$ cat src/rtl/irq_notify_pkg.sv
package irq_notify_pkg;

    localparam logic [7:0] OFS_CTRL = 8'h58;
    localparam logic [7:0] OFS_ESB  = 8'h60;
    localparam logic [7:0] OFS_NTF  = 8'h68;
    localparam logic [7:0] OFS_BASE = 8'h70;
    localparam logic [7:0] OFS_LVL  = 8'h78;
    localparam logic [7:0] OFS_STAT = 8'h80;

    localparam int CTRL_METHOD_BIT = 63;
    localparam int CTRL_RESET_BIT  = 62;

    typedef struct packed {
        logic [63:0] addr;
        logic [63:0] data;
    } ntf_msg_t;

    // byte 0 of the bus word carries the most significant byte
    function automatic logic [63:0] bswap64(input logic [63:0] v);
        logic [63:0] r;
        for (int k = 0; k < 8; k++) begin
            r[8*k +: 8] = v[8*(7-k) +: 8];
        end
        return r;
    endfunction

endpackage

$ cat src/rtl/irq_notify_regs.sv
module irq_notify_regs
    import irq_notify_pkg::*;
(
    input  logic        clk,
    input  logic        rst,
    input  logic        reg_wr,
    input  logic        reg_rd,
    input  logic [7:0]  reg_addr,
    input  logic [63:0] reg_wdata,
    input  logic [63:0] level_word,
    input  logic [63:0] stat_word,
    output logic [63:0] reg_rdata,
    output logic        reg_rd_err,
    output logic [63:0] ctrl_q,
    output logic [63:0] esb_q,
    output logic [63:0] ntf_q,
    output logic [63:0] base_q,
    output logic [63:0] stat_clr,
    output logic        src_reset,
    output logic        esb_map_req,
    output logic        esb_unmap_req
);

    assign stat_clr = (reg_wr && reg_addr == OFS_STAT) ? reg_wdata : 64'h0;

    always_ff @(posedge clk) begin
        if (rst) begin
            ctrl_q        <= '0;
            esb_q         <= '0;
            ntf_q         <= '0;
            base_q        <= '0;
            reg_rdata     <= '0;
            reg_rd_err    <= 1'b0;
            src_reset     <= 1'b0;
            esb_map_req   <= 1'b0;
            esb_unmap_req <= 1'b0;
        end else begin
            src_reset     <= 1'b0;
            esb_map_req   <= 1'b0;
            esb_unmap_req <= 1'b0;
            reg_rd_err    <= 1'b0;
            if (reg_wr) begin
                case (reg_addr)
                    OFS_CTRL: begin
                        ctrl_q    <= reg_wdata;
                        src_reset <= reg_wdata[CTRL_RESET_BIT];
                    end
                    OFS_ESB: begin
                        esb_q         <= reg_wdata;
                        esb_map_req   <= reg_wdata[0] & ~esb_q[0];
                        esb_unmap_req <= ~reg_wdata[0] & esb_q[0];
                    end
                    OFS_NTF:  ntf_q  <= reg_wdata;
                    OFS_BASE: base_q <= reg_wdata;
                    default: ;
                endcase
            end
            if (reg_rd) begin
                case (reg_addr)
                    OFS_CTRL: reg_rdata <= ctrl_q;
                    OFS_ESB:  reg_rdata <= esb_q;
                    OFS_NTF:  reg_rdata <= ntf_q;
                    OFS_BASE: reg_rdata <= base_q;
                    OFS_LVL:  reg_rdata <= level_word;
                    OFS_STAT: reg_rdata <= stat_word;
                    default: begin
                        reg_rdata  <= '1;
                        reg_rd_err <= 1'b1;
                    end
                endcase
            end
        end
    end

    // a flag change is either a map or an unmap, never both
    p_map_excl_r10: assert property (@(posedge clk) disable iff (rst)
        !(esb_map_req && esb_unmap_req));

    // reset pulse only follows a control write
    p_reset_src_r9: assert property (@(posedge clk) disable iff (rst)
        src_reset |-> ($past(reg_wr) && $past(reg_addr) == OFS_CTRL));

    // error pulse only follows a read strobe
    p_rd_err_cause_r3: assert property (@(posedge clk) disable iff (rst)
        reg_rd_err |-> $past(reg_rd));

endmodule

$ cat src/rtl/irq_notify_src.sv
module irq_notify_src
    import irq_notify_pkg::*;
#(
    parameter int NUM_SRC = 20,
    parameter int IDX_W   = 5
) (
    input  logic             clk,
    input  logic             rst,
    input  logic             evt_valid,
    input  logic [IDX_W-1:0] evt_idx,
    input  logic             evt_level,
    input  logic             method,
    input  logic [63:0]      ntf_q,
    input  logic [63:0]      base_q,
    input  logic [63:0]      stat_clr,
    input  logic             fifo_full,
    output logic [63:0]      level_word,
    output logic [63:0]      stat_word,
    output logic             push,
    output ntf_msg_t         push_msg,
    output logic             evt_err
);

    logic [NUM_SRC-1:0] lvl, stat, clr_vec, evt_hot;
    logic               idx_ok, accept, was_high, want_send;
    logic [31:0]        lisn;

    for (genvar g = 0; g < 64; g++) begin : g_map
        if (g < NUM_SRC) begin : g_used
            assign level_word[63-g] = lvl[g];
            assign stat_word[63-g]  = stat[g];
            assign clr_vec[g]       = stat_clr[63-g];
        end else begin : g_pad
            assign level_word[63-g] = 1'b0;
            assign stat_word[63-g]  = 1'b0;
        end
    end

    always_comb begin
        idx_ok    = 32'(evt_idx) < NUM_SRC;
        evt_hot   = idx_ok ? (NUM_SRC'(1) << evt_idx) : '0;
        accept    = evt_valid && idx_ok && !method;
        was_high  = |(lvl & evt_hot);
        want_send = accept && evt_level && !was_high && ntf_q[0];
        push      = want_send && !fifo_full;
        lisn      = base_q[63:32] + 32'(evt_idx);
        push_msg.addr = {ntf_q[63:1], 1'b0};
        push_msg.data = bswap64({32'h0, lisn});
    end

    always_ff @(posedge clk) begin
        if (rst) begin
            lvl     <= '0;
            stat    <= '0;
            evt_err <= 1'b0;
        end else begin
            if (accept) begin
                lvl <= evt_level ? (lvl | evt_hot) : (lvl & ~evt_hot);
            end
            stat    <= (stat & ~clr_vec) | (push ? evt_hot : '0);
            evt_err <= evt_valid && (!idx_ok || method || (want_send && fifo_full));
        end
    end

    // method bit freezes the level word
    p_method_freeze_r7: assert property (@(posedge clk) disable iff (rst)
        (evt_valid && method) |=> $stable(level_word));

    // out-of-range index always flagged
    p_bad_idx_r8: assert property (@(posedge clk) disable iff (rst)
        (evt_valid && 32'(evt_idx) >= NUM_SRC) |=> evt_err);

    // accepted event leaves its source at the event level
    p_level_follow_r4: assert property (@(posedge clk) disable iff (rst)
        accept |=> ((|(lvl & $past(evt_hot))) == $past(evt_level)));

endmodule

$ cat src/rtl/irq_notify_fifo.sv
module irq_notify_fifo
    import irq_notify_pkg::*;
#(
    parameter int DEPTH = 4,
    localparam int PTR_W = (DEPTH > 1) ? $clog2(DEPTH) : 1,
    localparam int CNT_W = $clog2(DEPTH + 1)
) (
    input  logic     clk,
    input  logic     rst,
    input  logic     push,
    input  ntf_msg_t push_msg,
    output logic     full,
    output logic     out_valid,
    input  logic     out_ready,
    output ntf_msg_t out_msg
);

    ntf_msg_t         mem [DEPTH];
    logic [PTR_W-1:0] wptr, rptr;
    logic [CNT_W-1:0] count;
    logic             pop;

    function automatic logic [PTR_W-1:0] nxt(input logic [PTR_W-1:0] p);
        return (p == PTR_W'(DEPTH - 1)) ? '0 : p + 1'b1;
    endfunction

    assign full      = (count == CNT_W'(DEPTH));
    assign out_valid = (count != '0);
    assign out_msg   = mem[rptr];
    assign pop       = out_valid && out_ready;

    always_ff @(posedge clk) begin
        if (push) mem[wptr] <= push_msg;
    end

    always_ff @(posedge clk) begin
        if (rst) begin
            wptr  <= '0;
            rptr  <= '0;
            count <= '0;
        end else begin
            if (push) wptr <= nxt(wptr);
            if (pop)  rptr <= nxt(rptr);
            count <= count + CNT_W'(push) - CNT_W'(pop);
        end
    end

    // offered write holds while stalled
    p_hold_stall_r11: assert property (@(posedge clk) disable iff (rst)
        (out_valid && !out_ready) |=> (out_valid && $stable(out_msg)));

    // queue never written past its depth
    p_no_overflow_r11: assert property (@(posedge clk) disable iff (rst)
        full |-> !push);

    p_count_bound_r11: assert property (@(posedge clk) disable iff (rst)
        count <= CNT_W'(DEPTH));

endmodule

$ cat src/rtl/irq_notify_gen.sv
module irq_notify_gen
    import irq_notify_pkg::*;
#(
    parameter int NUM_SRC    = 20,
    parameter int FIFO_DEPTH = 4,
    localparam int IDX_W     = (NUM_SRC > 1) ? $clog2(NUM_SRC) : 1
) (
    input  logic             clk,
    input  logic             rst,
    input  logic             reg_wr,
    input  logic             reg_rd,
    input  logic [7:0]       reg_addr,
    input  logic [63:0]      reg_wdata,
    output logic [63:0]      reg_rdata,
    output logic             reg_rd_err,
    input  logic             evt_valid,
    input  logic [IDX_W-1:0] evt_idx,
    input  logic             evt_level,
    output logic             evt_err,
    output logic             src_reset,
    output logic [63:0]      esb_base,
    output logic             esb_map_req,
    output logic             esb_unmap_req,
    output logic             ntf_valid,
    input  logic             ntf_ready,
    output logic [63:0]      ntf_addr,
    output logic [63:0]      ntf_data
);

    logic [63:0] ctrl_q, esb_q, ntf_q, base_q, stat_clr, level_word, stat_word;
    logic        push, fifo_full;
    ntf_msg_t    push_msg, out_msg;

    irq_notify_regs i_regs (
        .clk, .rst, .reg_wr, .reg_rd, .reg_addr, .reg_wdata,
        .level_word, .stat_word, .reg_rdata, .reg_rd_err,
        .ctrl_q, .esb_q, .ntf_q, .base_q, .stat_clr,
        .src_reset, .esb_map_req, .esb_unmap_req
    );

    irq_notify_src #(.NUM_SRC(NUM_SRC), .IDX_W(IDX_W)) i_src (
        .clk, .rst, .evt_valid, .evt_idx, .evt_level,
        .method(ctrl_q[CTRL_METHOD_BIT]), .ntf_q, .base_q, .stat_clr,
        .fifo_full, .level_word, .stat_word, .push, .push_msg, .evt_err
    );

    irq_notify_fifo #(.DEPTH(FIFO_DEPTH)) i_fifo (
        .clk, .rst, .push, .push_msg, .full(fifo_full),
        .out_valid(ntf_valid), .out_ready(ntf_ready), .out_msg
    );

    assign esb_base = {esb_q[63:1], 1'b0};
    assign ntf_addr = out_msg.addr;
    assign ntf_data = out_msg.data;

    // offered target never carries the valid flag
    p_addr_clean_r5: assert property (@(posedge clk) disable iff (rst)
        ntf_valid |-> !ntf_addr[0]);

endmodule

$ cat config.mk
export PLATFORM = sky130hd
export DESIGN_NAME = irq_notify_gen
export DESIGN_NICKNAME = d
export VERILOG_FILES = /design/src/rtl/irq_notify_pkg.sv /design/src/rtl/irq_notify_regs.sv /design/src/rtl/irq_notify_src.sv /design/src/rtl/irq_notify_fifo.sv /design/src/rtl/irq_notify_gen.sv
export SDC_FILE = /design/constraint.sdc
export NUM_CORES = 1
export LEC_CHECK = 0
export BUFFER_PORTS_ARGS = -buffer_cell sky130_fd_sc_hd__buf_2
export CAP_MARGIN = 20
export CORE_MARGIN = 2
export CORE_UTILIZATION = 50
export CTS_CLUSTER_SIZE = 40
export DETAILED_ROUTE_END_ITERATION = 10
export PLACE_DENSITY = 0.74
export SYNTH_ARGS = -nofsm -noshare
export SYNTH_HDL_FRONTEND = slang
export SYNTH_HIERARCHICAL = 1
export SYNTH_SLANG_ARGS = --single-unit
$ cat constraint.sdc
create_clock -name clk -period 12.05 [get_ports clk]
set_input_delay 1.8075 -clock clk [delete_from_list [all_inputs] [get_ports clk]]
set_output_delay 1.8075 -clock clk [all_outputs]
set_load 0.05 [all_outputs]
==> results.tsv, run 1 <==
metric	value	unit
status	completed	
PwrDens	167.2	nW/um2
worst vdd ir	0.1174	mV
Starting Density	50.50	%
Net count, final	3247	
Mapped Area	37530	um2
layout cell share with drive strength beyond 1	22.28	%
Clock Pin Slew Worst Setup and Hold Paths	0.06	ns
# clock sinks	886	
cts hold-fix bufs	0	
total CTS buffers	89	
TritonRoute pass-1 iters	6	
Iteration-0 DRC Markers	2955	
max cap viols	0	
drt wl/cell	25.01	um
Max stage delay on crit path	0.80	ns
worst hold slack	0.4553	ns
Placeable Area	74320	um2
Worst Clk Skew	0.04582	ns
worst reg-to-reg setup slack	7.55	ns
final hold violations	0	
crit share post-route	47.41	%
cell depth of the worst setup path	9	
DR vias	24730	
crit path launch type	input pin	
largest net degree at the start of global routing	117	
initial antenna violation count	11	
FF-to-FF path depth	7	
post-CTS sizing	0	
die width	278.0	um
vias in the first global route	23290	
Crit Path Category	in -> reg	
critical path, cell by cell	buf_2, o21ai_1, and3b_1, o2111a_4, nand3_4, nor2_1, and2_4, buf_4, buf_4	
final worst setup slack	6.337	ns
antenna viol nets, final	0	
Reg2Reg Launch Point	i_regs/ctrl_q[63]	
Required @ worst endpoint	12.31	ns
GRT overflow	0	
Tmin final	5.713	ns
Hold Crit Class	reg -> reg	
Setup Buffers After CTS	0	
Setup TNS	0	ns
final WL	105.1	mm
most used cell, CP	buf_4	
max frequency	175.0	MHz
Crit path max-delay family	buffers and inverters	
Worst-Skew Late Latency	0.68	ns
Core Rows	100	
Yosys warning total	6	
Critical Path Sink Type	flip-flop	
vias per inst	5.889	
RSZ-0062 raised after global routing	no	
end point of the critical path	i_fifo/mem[3][65]	
CTS max path bufs	3	
gr usage total	26.56	%
final routed DRC violation total	0	
terminus of the critical flop-to-flop path	i_fifo/mem[3][65]	
GPL Wtd Cong	0.9385	
Final setup viols	0	
Final HPWL DP	66.84	mm
# port buffers	344	
Mean Syn Cell Area	12.72	um2
first-pass GRT wire length	153.4	mm
DIE AREA	77280	um2
clock root cell	clkbuf_16	
DIE HEIGHT	278.0	um
Arr. time, crit path	5.97	ns
hold depth	2	
worst-path maximum fanout	54	
commonest cells after routing, fill and taps aside	edfxtp_1, nand2_1, dfxtp_1	
crit path launch	evt_idx[2]	
Slew Viols, Final	0	
CTS tree	built	
slowest CP cell	buf_4	
Worst-Margin Slew	1.294	ns
synthesized instance count	2950	
most common cell after layout, fill and taps aside	edfxtp_1	
Setup WS pre-CTS	5.682	ns
cell leakage power	14.68	nW
Area Overhead vs Synth	11.29	%
slew margin rel.	13.56	%
H-tree Lvls	3	
Worst Path Buf+Inv	3	
I/O pins	346	
## state kept, by name (all words and copies together), names as in the netlist, named ones only
name and cells:
i_fifo/count 3, i_fifo/mem 512, i_fifo/rptr 2, i_fifo/wptr 2
i_regs/base_q 64, i_regs/ctrl_q 64, i_regs/esb_map_req 1, i_regs/esb_q 64
i_regs/esb_unmap_req 1, i_regs/ntf_q 64, i_regs/reg_rd_err 1, i_regs/reg_rdata 64
i_regs/src_reset 1, i_src/evt_err 1, i_src/stat 20
## per-stage QoR
stage | cell area, um2 | util [%] | std cells | total power [mW]
after floorplan | 37990 | - | 3070 | 4.083
after global placement | 38750 | 52.13 | 4026 | 4.255
after global routing | 41770 | 56.20 | 4197 | 7.191
after detailed placement | 38760 | 52.15 | 4027 | 4.258
final | 41770 | 56.21 | 4200 | 6.984
after CTS | 41760 | 56.19 | 4195 | 7.023
## layout make-up
type                       count  area, um2
antenna                        4      10.01
multi-input combinational   1779      12630
tap                          969       1212
clock inverter                56      596.8
fill                        6008      32550
clock buffer                 112       2400
inverter                      16      60.06
timing repair buffer         378       1994
sequential                   886      22870
## worst min-delay path by stage
stage                            from  slack, ns                end
global route        i_regs/base_q[24]       0.47  i_regs/base_q[24]
detailed placement   i_regs/base_q[5]       0.45   i_regs/base_q[5]
finish              i_regs/base_q[20]       0.46  i_regs/base_q[20]
global placement        i_src/stat[8]       0.44      i_src/stat[8]
CTS                 i_regs/base_q[20]       0.45  i_regs/base_q[20]
floorplan               i_src/stat[0]       0.42      i_src/stat[0]
## power by group
group,switching [mW],total [mW],internal [mW]
logic,0.659,0.943,0.285
registers,0.0435,3.24,3.20
clock network,1.21,2.80,1.58
## worst register-to-register path: stages (launching register included)
cell and delay, ns:
dfxtp_1 0.37, and3b_1 0.64, o2111a_4 0.41, nand3_4 0.14
nor2_1 0.42, and2_4 0.54, buf_4 0.67, buf_4 0.84
## per-layer routing
layer,global-route usage (%),wire (um),vias up
li1,-,-,10950
met1,36.03,41070,12380
met2,42.82,50460,1245
met3,5.583,10310,151
met4,8.760,3157,8
met5,0,57,-
No activity file was read; power rests on OpenSTA's default activity.
==> run 2: changes to the inputs <==
--- a/config.mk
+++ b/config.mk
@@ -11,7 +11,7 @@
 export CORE_UTILIZATION = 50
 export CTS_CLUSTER_SIZE = 40
 export DETAILED_ROUTE_END_ITERATION = 10
-export PLACE_DENSITY = 0.74
+export PLACE_DENSITY = 0.77
 export SYNTH_ARGS = -nofsm -noshare
 export SYNTH_HDL_FRONTEND = slang
 export SYNTH_HIERARCHICAL = 1
==> constraint.sdc (replaced) <==
create_clock -name clk -period 4.9 [get_ports clk]
set_input_delay 0.735 -clock clk [delete_from_list [all_inputs] [get_ports clk]]
set_output_delay 0.735 -clock clk [all_outputs]
set_load 0.05 [all_outputs]
==> results.tsv, run 2 (synthesis gave the netlist of run 1 again) <==
metric	value	unit	change
Arr. time, crit path	2.89	ns	-3.08 ns
GPL Wtd Cong	0.9139		-2.6%
Starting Density	50.50	%	unchanged
Crit Path Category	reg -> out		
Internal	12.76	mW	+150%
Psw	4.704	mW	+150%
crit path launch type	flip-flop		
initial antenna violation count	13		+2
first-pass GRT wire length	158.7	mm	+3.5%
cell leakage power	14.87	nW	+1.3%
Setup TNS	0	ns	unchanged
GRT overflow	0		unchanged
Seq pwr share	45.9	%	-0.5 points
die width	278.0	um	unchanged
# port buffers	344		unchanged
cts hold-fix bufs	0		unchanged
Tmin final	3.630	ns	
max cap viols	0		unchanged
Critical Path Sink Type	output port		
post-layout util	56.77	%	+0.56 points
CTS max path bufs	3		unchanged
worst hold slack	0.3494	ns	-0.1059 ns
TritonRoute pass-1 iters	6		unchanged
largest net degree at the start of global routing	136		+16%
total CTS buffers	90		+1.1%
status	completed		
worst vdd ir	0.3005	mV	+160%
slew margin rel.	25.27	%	+12 points
worst-path maximum fanout	40		-26%
CTS tree	built		
# clock sinks	886		unchanged
RSZ-0062 raised after global routing	no		
combinational power share	13.4	%	about the same
Slew Viols, Final	0		unchanged
final non-filler cell total	4232		+0.76%
largest register by flop count	i_fifo/mem		
Hold Crit Class	in -> reg		
Area Overhead vs Synth	12.41	%	
clock root cell	clkbuf_16		
final routed DRC violation total	0		unchanged
Core Rows	100		unchanged
Iteration-0 DRC Markers	2856		-3.4%
vias in the first global route	24330		+4.5%
most common cell after layout, fill and taps aside	edfxtp_1		
commonest cells after routing, fill and taps aside	edfxtp_1, nand2_1, dfxtp_1		
max reg flops	512		unchanged
crit share post-route	74.08	%	
Worst-Skew Late Latency	0.66	ns	-0.02 ns
H-tree Lvls	3		unchanged
Worst-Margin Slew	1.121	ns	-0.1728 ns
DIE HEIGHT	278.0	um	unchanged
final WL	108.5	mm	+3.3%
DR vias	25090		+1.5%
final hold violations	0		unchanged
DP Cell Count	4052		+0.62%
Clock Pin Slew Worst Setup and Hold Paths	0.06	ns	about the same
gr usage total	27.61	%	+1.1 points
Placeable Area	74320	um2	unchanged
Final HPWL DP	70.84	mm	+6.0%
Worst Clk Skew	0.03800	ns	-0.007818 ns
Final setup viols	0		unchanged
layout cell share with drive strength beyond 1	22.81	%	+0.53 points
post-CTS sizing	0		unchanged
Net count, final	3273		+0.80%
antenna viol nets, final	0		unchanged
drt wl/cell	25.64	um	+2.5%
vias per inst	5.930		+0.69%
PwrDens	414.0	nW/um2	+150%
max frequency	275.5	MHz	
I/O pins	346		unchanged
clock share of power	40.7	%	+0.6 points
DIE AREA	77280	um2	unchanged
Tot Pwr	17.47	mW	+150%
Setup Buffers After CTS	0		unchanged
Required @ worst endpoint	4.16	ns	-8.15 ns
Sw Share	26.93	%	-0.48 points
==> run 2: layout make-up <==
type | count | area [um2]
fillers | 5914 | 32130
flip-flops and latches | 886 | 22870
multi-input cells | 1779 | 12620
clock buffers | 118 | 2430
repair buffers | 403 | 2325
well taps | 969 | 1212
clock inverters | 51 | 655.6
inverters | 16 | 60.06
diodes | 10 | 25.02
==> run 2: stage by stage <==
| step | cell area (um2) | setup WS, ns |
|---|---|---|
| finish | 42190 | 1.270 |
| global route | 42170 | 1.080 |
| CTS | 42160 | 1.169 |
| detailed placement | 39080 | 1.036 |
| global placement | 39080 | 1.082 |
| floorplan | 37990 | 0.7465 |
==> run 2: power by group through the flow <==
stage,Clock [mW],Sequential [mW],Combinational [mW]
2_1_floorplan,0,8.20,1.84
3_3_place_gp,0,8.17,2.34
3_5_place_dp,0,8.17,2.34
4_1_cts,7.17,8.01,2.36
5_1_grt,7.45,8.02,2.45
6_report,7.12,8.01,2.34
==> run 2: metal layers <==
metal	GRT usage, %	vias to the layer above	part of all wire (%)
met5	0	-	0.066
met2	45.24	1390	48
met4	11.99	12	4.5
met3	7.102	243	10
li1	-	11030	-
met1	34.76	12420	37
==> run 2: final timing paths <==
path | from | endpoint | slack (ns) | depth (start not counted)
hold / removal | reg_wdata[4] | i_regs/esb_q[4] | 0.35 | 3
setup / recovery | flip-flop | ntf_addr[31] | 1.27 | 3
setup reg to reg | flip-flop | i_fifo/mem[2][33] | 1.77 | 7
hold reg to reg | i_regs/base_q[2] | i_regs/base_q[2] | 0.46 | 2
==> run 2: worst max-delay path, stage by stage, from the launching register on <==
cell and delay (ns):
dfxtp_4 0.94, buf_4 0.41, mux4_2 0.63, buf_2 0.25
